--- src/rtl/nibcnt_pkg.sv ---
package nibcnt_pkg;

  typedef enum logic [1:0] {
    SRC_OFF   = 2'b00,
    SRC_PIN   = 2'b01,
    SRC_SHIFT = 2'b10,
    SRC_SPARE = 2'b11
  } srcSel_e;

  typedef struct packed {
    logic incStrobe;
    logic incPin;
    logic load;
    logic clrFlag;
  } ctrlStrobes_t;

endpackage

--- src/rtl/nibcnt_ctrl.sv ---
module nibcnt_ctrl
  import nibcnt_pkg::*;
#(
  parameter int SYNC_STAGES = 2
) (
  input  logic         clk,
  input  logic         rstN,
  input  logic [1:0]   srcSel,
  input  logic         extPin,
  input  logic         strobe,
  input  logic         wrCount,
  input  logic         flagClr,
  output ctrlStrobes_t ctl
);

  localparam int LAST = SYNC_STAGES - 1;

  logic [SYNC_STAGES-1:0] syncChain;
  logic                   pinPrev;
  logic                   pinEdge;
  logic                   pinSelected;

  always_ff @(posedge clk) begin
    if (!rstN) syncChain[0] <= 1'b0;
    else       syncChain[0] <= extPin;
  end

  generate
    for (genvar i = 1; i < SYNC_STAGES; i++) begin : g_sync
      always_ff @(posedge clk) begin
        if (!rstN) syncChain[i] <= 1'b0;
        else       syncChain[i] <= syncChain[i-1];
      end
    end
  endgenerate

  always_ff @(posedge clk) begin
    if (!rstN) pinPrev <= 1'b0;
    else       pinPrev <= syncChain[LAST];
  end

  assign pinEdge     = syncChain[LAST] ^ pinPrev;
  assign pinSelected = (srcSel_e'(srcSel) == SRC_PIN);

  always_comb begin
    ctl.incStrobe = strobe;
    ctl.incPin    = pinEdge & pinSelected;
    ctl.load      = wrCount;
    ctl.clrFlag   = flagClr;
  end

endmodule

--- src/rtl/nibcnt_dp.sv ---
module nibcnt_dp
  import nibcnt_pkg::*;
#(
  parameter int WIDTH = 4
) (
  input  logic             clk,
  input  logic             rstN,
  input  ctrlStrobes_t     ctl,
  input  logic [WIDTH-1:0] wrData,
  output logic [WIDTH-1:0] count,
  output logic             ovfFlag,
  output logic             carryOut
);

  localparam int SW = WIDTH + 1;

  logic [SW-1:0] sum;
  logic          wrap;

  assign sum  = {1'b0, count} + SW'(ctl.incStrobe) + SW'(ctl.incPin);
  assign wrap = sum[WIDTH] & ~ctl.load;

  always_ff @(posedge clk) begin
    if (!rstN) begin
      count    <= '0;
      carryOut <= 1'b0;
      ovfFlag  <= 1'b0;
    end else begin
      count    <= ctl.load ? wrData : sum[WIDTH-1:0];
      carryOut <= wrap;
      ovfFlag  <= (ovfFlag & ~ctl.clrFlag) | wrap;
    end
  end

endmodule

--- src/rtl/nibble_edge_counter.sv ---
module nibble_edge_counter
  import nibcnt_pkg::*;
#(
  parameter int WIDTH       = 4,
  parameter int SYNC_STAGES = 2
) (
  input  logic             clk,
  input  logic             rstN,
  input  logic [1:0]       srcSel,
  input  logic             extPin,
  input  logic             strobe,
  input  logic             wrCount,
  input  logic [WIDTH-1:0] wrData,
  input  logic             flagClr,
  input  logic             ovfIntEn,
  output logic [WIDTH-1:0] count,
  output logic             ovfFlag,
  output logic             irq,
  output logic             carryOut
);

  ctrlStrobes_t ctl;

  nibcnt_ctrl #(.SYNC_STAGES(SYNC_STAGES)) u_ctrl (
    .clk(clk), .rstN(rstN), .srcSel(srcSel), .extPin(extPin),
    .strobe(strobe), .wrCount(wrCount), .flagClr(flagClr), .ctl(ctl)
  );

  nibcnt_dp #(.WIDTH(WIDTH)) u_dp (
    .clk(clk), .rstN(rstN), .ctl(ctl), .wrData(wrData),
    .count(count), .ovfFlag(ovfFlag), .carryOut(carryOut)
  );

  assign irq = ovfFlag & ovfIntEn;

endmodule

--- config.mk ---
export PLATFORM = sky130hd
export DESIGN_NAME = nibble_edge_counter
export DESIGN_NICKNAME = d
export VERILOG_FILES = /design/src/rtl/nibcnt_pkg.sv /design/src/rtl/nibcnt_ctrl.sv /design/src/rtl/nibcnt_dp.sv /design/src/rtl/nibble_edge_counter.sv
export SDC_FILE = /design/constraint.sdc
export NUM_CORES = 1
export LEC_CHECK = 0
export ABC_AREA = 1
export ABC_CLOCK_PERIOD_IN_PS = 3760
export BUFFER_PORTS_ARGS = -buffer_cell sky130_fd_sc_hd__buf_2
export CORE_AREA = 2 2 39 41
export CTS_CLUSTER_SIZE = 25
export DETAILED_ROUTE_END_ITERATION = 8
export DIE_AREA = 0 0 41 43
export REMOVE_ABC_BUFFERS = 1
export SYNTH_ARGS = -nofsm -noshare
export SYNTH_HDL_FRONTEND = slang
export SYNTH_HIERARCHICAL = 1
export SYNTH_SLANG_ARGS = --single-unit
--- constraint.sdc ---
create_clock -name clk -period 3.76 [get_ports clk]
set_clock_uncertainty 0.2 [all_clocks]
set_input_delay 0.564 -clock clk [delete_from_list [all_inputs] [get_ports clk]]
set_output_delay 0.564 -clock clk [all_outputs]
set_load 0.01 [all_outputs]
; ---- Word level (Yosys, flattened, before mapping)
; Cells that the tools add are included.
[word_totals]
ff_bits = 9
out_inout_bits = 7
[op_classes]
addsub = 2
n_eq_ne = 1
mux = 1
bitwise_logic = 8
[ops]
columns = cell, count
row1 = 4-bit by 1-bit adder with 5-bit output, 1
row2 = 5-bit by 1-bit adder with 5-bit output, 1
row3 = 1-bit AND, 4
row4 = 4-bit two-way mux, 1
row5 = "2-bit by 1-bit equality test with 1-bit output, second input constant", 1
row6 = 1-bit inverter, 2
row7 = 1-bit bitwise OR, 1
row8 = 1-bit XOR, 1

; ---- Logic depth before layout (Yosys ltp)
[logic_depth]
word_depth = 5
ltp_mapped = 12

; ---- Cells and area by module
; The synthesis kept the hierarchy.
[by_module_without_submodules]
columns = module, n_inst, cells_per_inst, area_per_inst_um2, seq_area_each_um2
row1 = nibcnt_dp, 1, 45, 304.0, 120.1
row2 = nibcnt_ctrl, 1, 20, 137.6, 60.1
row3 = nibble_edge_counter, 1, 2, 7.5, 0.0

; ---- Worst setup path before layout
; OpenSTA, ideal clock, no wires.
[synth_timing]
path_kind = input -> register
start = input srcSel[1]
end = register u_dp.count[2]
setup_ns = 0.109
t_arrival_ns = 1.651
required_time_ns = 3.451
setup_slack_ns = 1.800
stages = 11
path_cell_list = inv_1 nand2_1 nor2_2 inv_1 fa_1 inv_1 ha_1 or2_0 nand3_1 nand2_1 inv_1
[synth_lines]
columns = element, line_no
row1 = "start, declared", nibble_edge_counter.sv:9  ; input logic [1:0] srcSel,
row2 = "end signal, assigned", nibcnt_dp.sv:29  ; count <= ctl.load ? wrData : sum[WIDTH-1:0];
row3 = "end, declared", nibcnt_dp.sv:10  ; output logic [WIDTH-1:0] count,

==> flow_metrics.py <==
metrics = {
    "synth": {
        "ys_warn_count": 6,
        "synth-seq-area-share_pct": 40.1,
        "ys_ff_latch": 9,
        "syn_area_um2": 449,
        "yosysUniqueCellTypes": 15,
        "netlist_instances": 67,
        "syn_avg_cell_area_um2": 6.70,
    },
    "clock_network": {
        "cts_buffer_depth": 2,
        "insertion_delay_ns": 0.25,
        "cts_num_sinks": 9,
        "cts_made_buffers": 3,
        "cts_htree_levels": 1,
        "cts.clk_slew.worst_paths_ns": 0.06,
        "cts_resized": 0,
        "cts_setup_buffers": 0,
        "holdBufCountCts": 0,
        "root_buffer": "clkbuf_4",
        "cts_tree": "done",
    },
    "setup_path": {
        "cp.required_ns": 3.72,
        "crit_family": "adder cells",
        "cp_max_fo": 3,
        "crit_path_cell_trace": "buf_2 -> inv_1 -> nand2_1 -> nor2_2 -> inv_1 -> fa_1 -> inv_1 -> ha_1 -> or2_0 -> nand3_1 -> nand2_1 -> inv_1",
        "end_kind": "flip-flop",
        "worstPathArrival_ns": 1.86,
        "cp_num_buf_inv": 5,
        "slowest_stage": "fa_1",
        "path_common_cell": "inv_1",
        "critical-path-max-stage-delay_ns": 0.41,
        "cp-start-kind": "input port",
        "path_class": "input port to flip-flop",
    },
    "power": {
        "powerDensity_nw_per_um2": 361,
        "p_leak_nw": 0.338,
        "vdd_drop_max_uv": 188,
    },
    "place": {
        "hpwl_um": 586,
        "placement.io_buffers": 19,
        "gp_congestion": 0.799,
    },
    "status": {
        "status": "complete, no violations",
    },
    "timing": {
        "tightest_slew_ns": 0.142,
        "rsz0062_at_grt": "no",
        "max-slew-margin-rel_pct": 90.5,
        "period_share_pct": 50.6,
        "clock.fmax_ghz": 0.526,
        "min_period_ns": 1.90,
        "final-setup-viol-count": 0,
        "hold_viol_final": 0,
        "tns_ns": 0,
        "finalMaxSlewViolations": 0,
    },
    "route": {
        "via_count": 406,
        "route.detailed.drc": 0,
        "dr.pass1.iters": 4,
        "wl_per_cell_um": 7.42,
        "ant_nets": 0,
        "viasPerCell": 3.94,
        "drt_iter0_markers": 8,
        "drt_wl_total_um": 764,
    },
    "die": {
        "core_area_um2": 1380,
        "fp.dieW_um": 41,
        "core.rowCount": 14,
        "floorplan.die.height_um": 43,
        "initial_core_util_pct": 32.5,
        "dieArea_um2": 1760,
        "ios": 20,
    },
    "layout": {
        "fin_nets": 103,
        "layout_common_cells": "buf_2 (19), nand2_1 (17), inv_1 (15)",
        "drive_above_1_share_pct": 28.7,
        "antenna_cells": 0,
        "final_common_cell": "buf_2",
        "fillCellCount": 156,
        "multiInputGateArea_um2": 183,
        "area_growth_pct": 26.5,
        "regArea_um2": 180,
        "fin_util_pct": 41.0,
    },
    "global_route": {
        "grt_util_all_layers_pct": 10.5,
        "grt_max_degree": 9,
        "grt_pass1_wl_um": 1140,
        "antenna_found_initial": 0,
        "grt_pass1_vias": 285,
        "overflow": 0,
    },
    "hold_path": {
        "hold_path.class": "flip-flop to flip-flop",
    },
    "flow_run": {
        "maxCapViolCount": 0,
    },
}
-- area by class of cell --
| class | instances | share of cell area, % |
|---|---|---|
| clock buffers | 4 | 4.63 |
| flip-flops and latches | 9 | 31.7 |
| inverters | 17 | 11.2 |
| multi-input cells | 38 | 32.2 |
| well taps | 16 | 3.52 |
| repair buffers | 19 | 16.7 |
-- cell usage after synthesis --
cell type,n,area (um^2)
nand2_1,17,63.8
inv_1,15,56.3
nor2_1,10,37.5
dfxtp_1,9,180
buf_4,3,22.5
a21oi_1,2,10.0
inv_2,2,7.51
nand3_1,2,10.0
fa_1,1,20.0
ha_1,1,12.5
nand4_1,1,6.26
nor2_2,1,6.26
o21ai_0,1,5.00
o21ai_1,1,5.00
or2_0,1,6.26
-- routing by layer --
| metal | track usage, % | routed length [um] |
|---|---|---|
| met4 | 10.0 | 7 |
| met3 | 6.28 | 62 |
| met2 | 10.9 | 308 |
| met5 | 0 | 0 |
| met1 | 13.6 | 386 |
-- metrics by stage --
stage / setup slack [ns] / hold slack (ns) / instance area (um^2) / std cells / power [mW]
after floorplan: 1.80 / 0.190 / 427 / 64 / 0.121
after global placement: 1.64 / 0.193 / 542 / 99 / 0.134
after CTS: 1.88 / 0.216 / 568 / 103 / 0.209
after detailed placement: 1.59 / 0.202 / 542 / 99 / 0.134
final: 1.86 / 0.223 / 568 / 103 / 0.205
after global routing: 1.70 / 0.245 / 568 / 103 / 0.219
-- worst paths after layout --
kind | from | endpoint | cells after the start | slack, ns
setup / recovery | srcSel[1] | u_dp/count[2]$_SDFF_PN0_ | 12 | 1.86
hold / removal | u_ctrl/syncChain[0]$_SDFF_PN0_ | u_ctrl/syncChain[1]$_SDFF_PN0_ | 2 | 0.22
hold reg to reg | u_ctrl/syncChain[0]$_SDFF_PN0_ | u_ctrl/syncChain[1]$_SDFF_PN0_ | 2 | 0.22
setup reg to reg | u_ctrl/syncChain[1]$_SDFF_PN0_ | u_dp/count[2]$_SDFF_PN0_ | 12 | 1.88
-- worst reg2reg max path: cells and delay by family, from the launching register on --
family                     cells  cell delay [ns]
adders and majority gates      2             0.59
and+or+nand+nor                6             0.43
DFF                            1             0.34
buffers and inverters          4             0.21
-- flip-flops by register name, summed over array words and instances, names as in the netlist --
signal,flops
u_dp/count,4
u_ctrl/syncChain,2
u_ctrl/pinPrev,1
u_dp/carryOut,1
u_dp/ovfFlag,1
-- power by group --
| part | internal, mW | switching, mW |
|---|---|---|
| Clock | 0.0408 | 0.0320 |
| Sequential | 0.100 | 0.00341 |
| Combinational | 0.0134 | 0.0156 |
| Total | 0.154 | 0.0510 |
-- cell families (layout without fill, tap and decap cells) --
group | after synthesis | count (layout) | synth area share [%]
simple gates | 32 | 32 | 29.0
compound gates | 4 | 4 | 4.45
buf+inv | 20 | 40 | 19.2
flops | 9 | 9 | 40.1
fa+ha+maj | 2 | 2 | 7.24
Note: power is estimated with default switching activity, not from simulation.
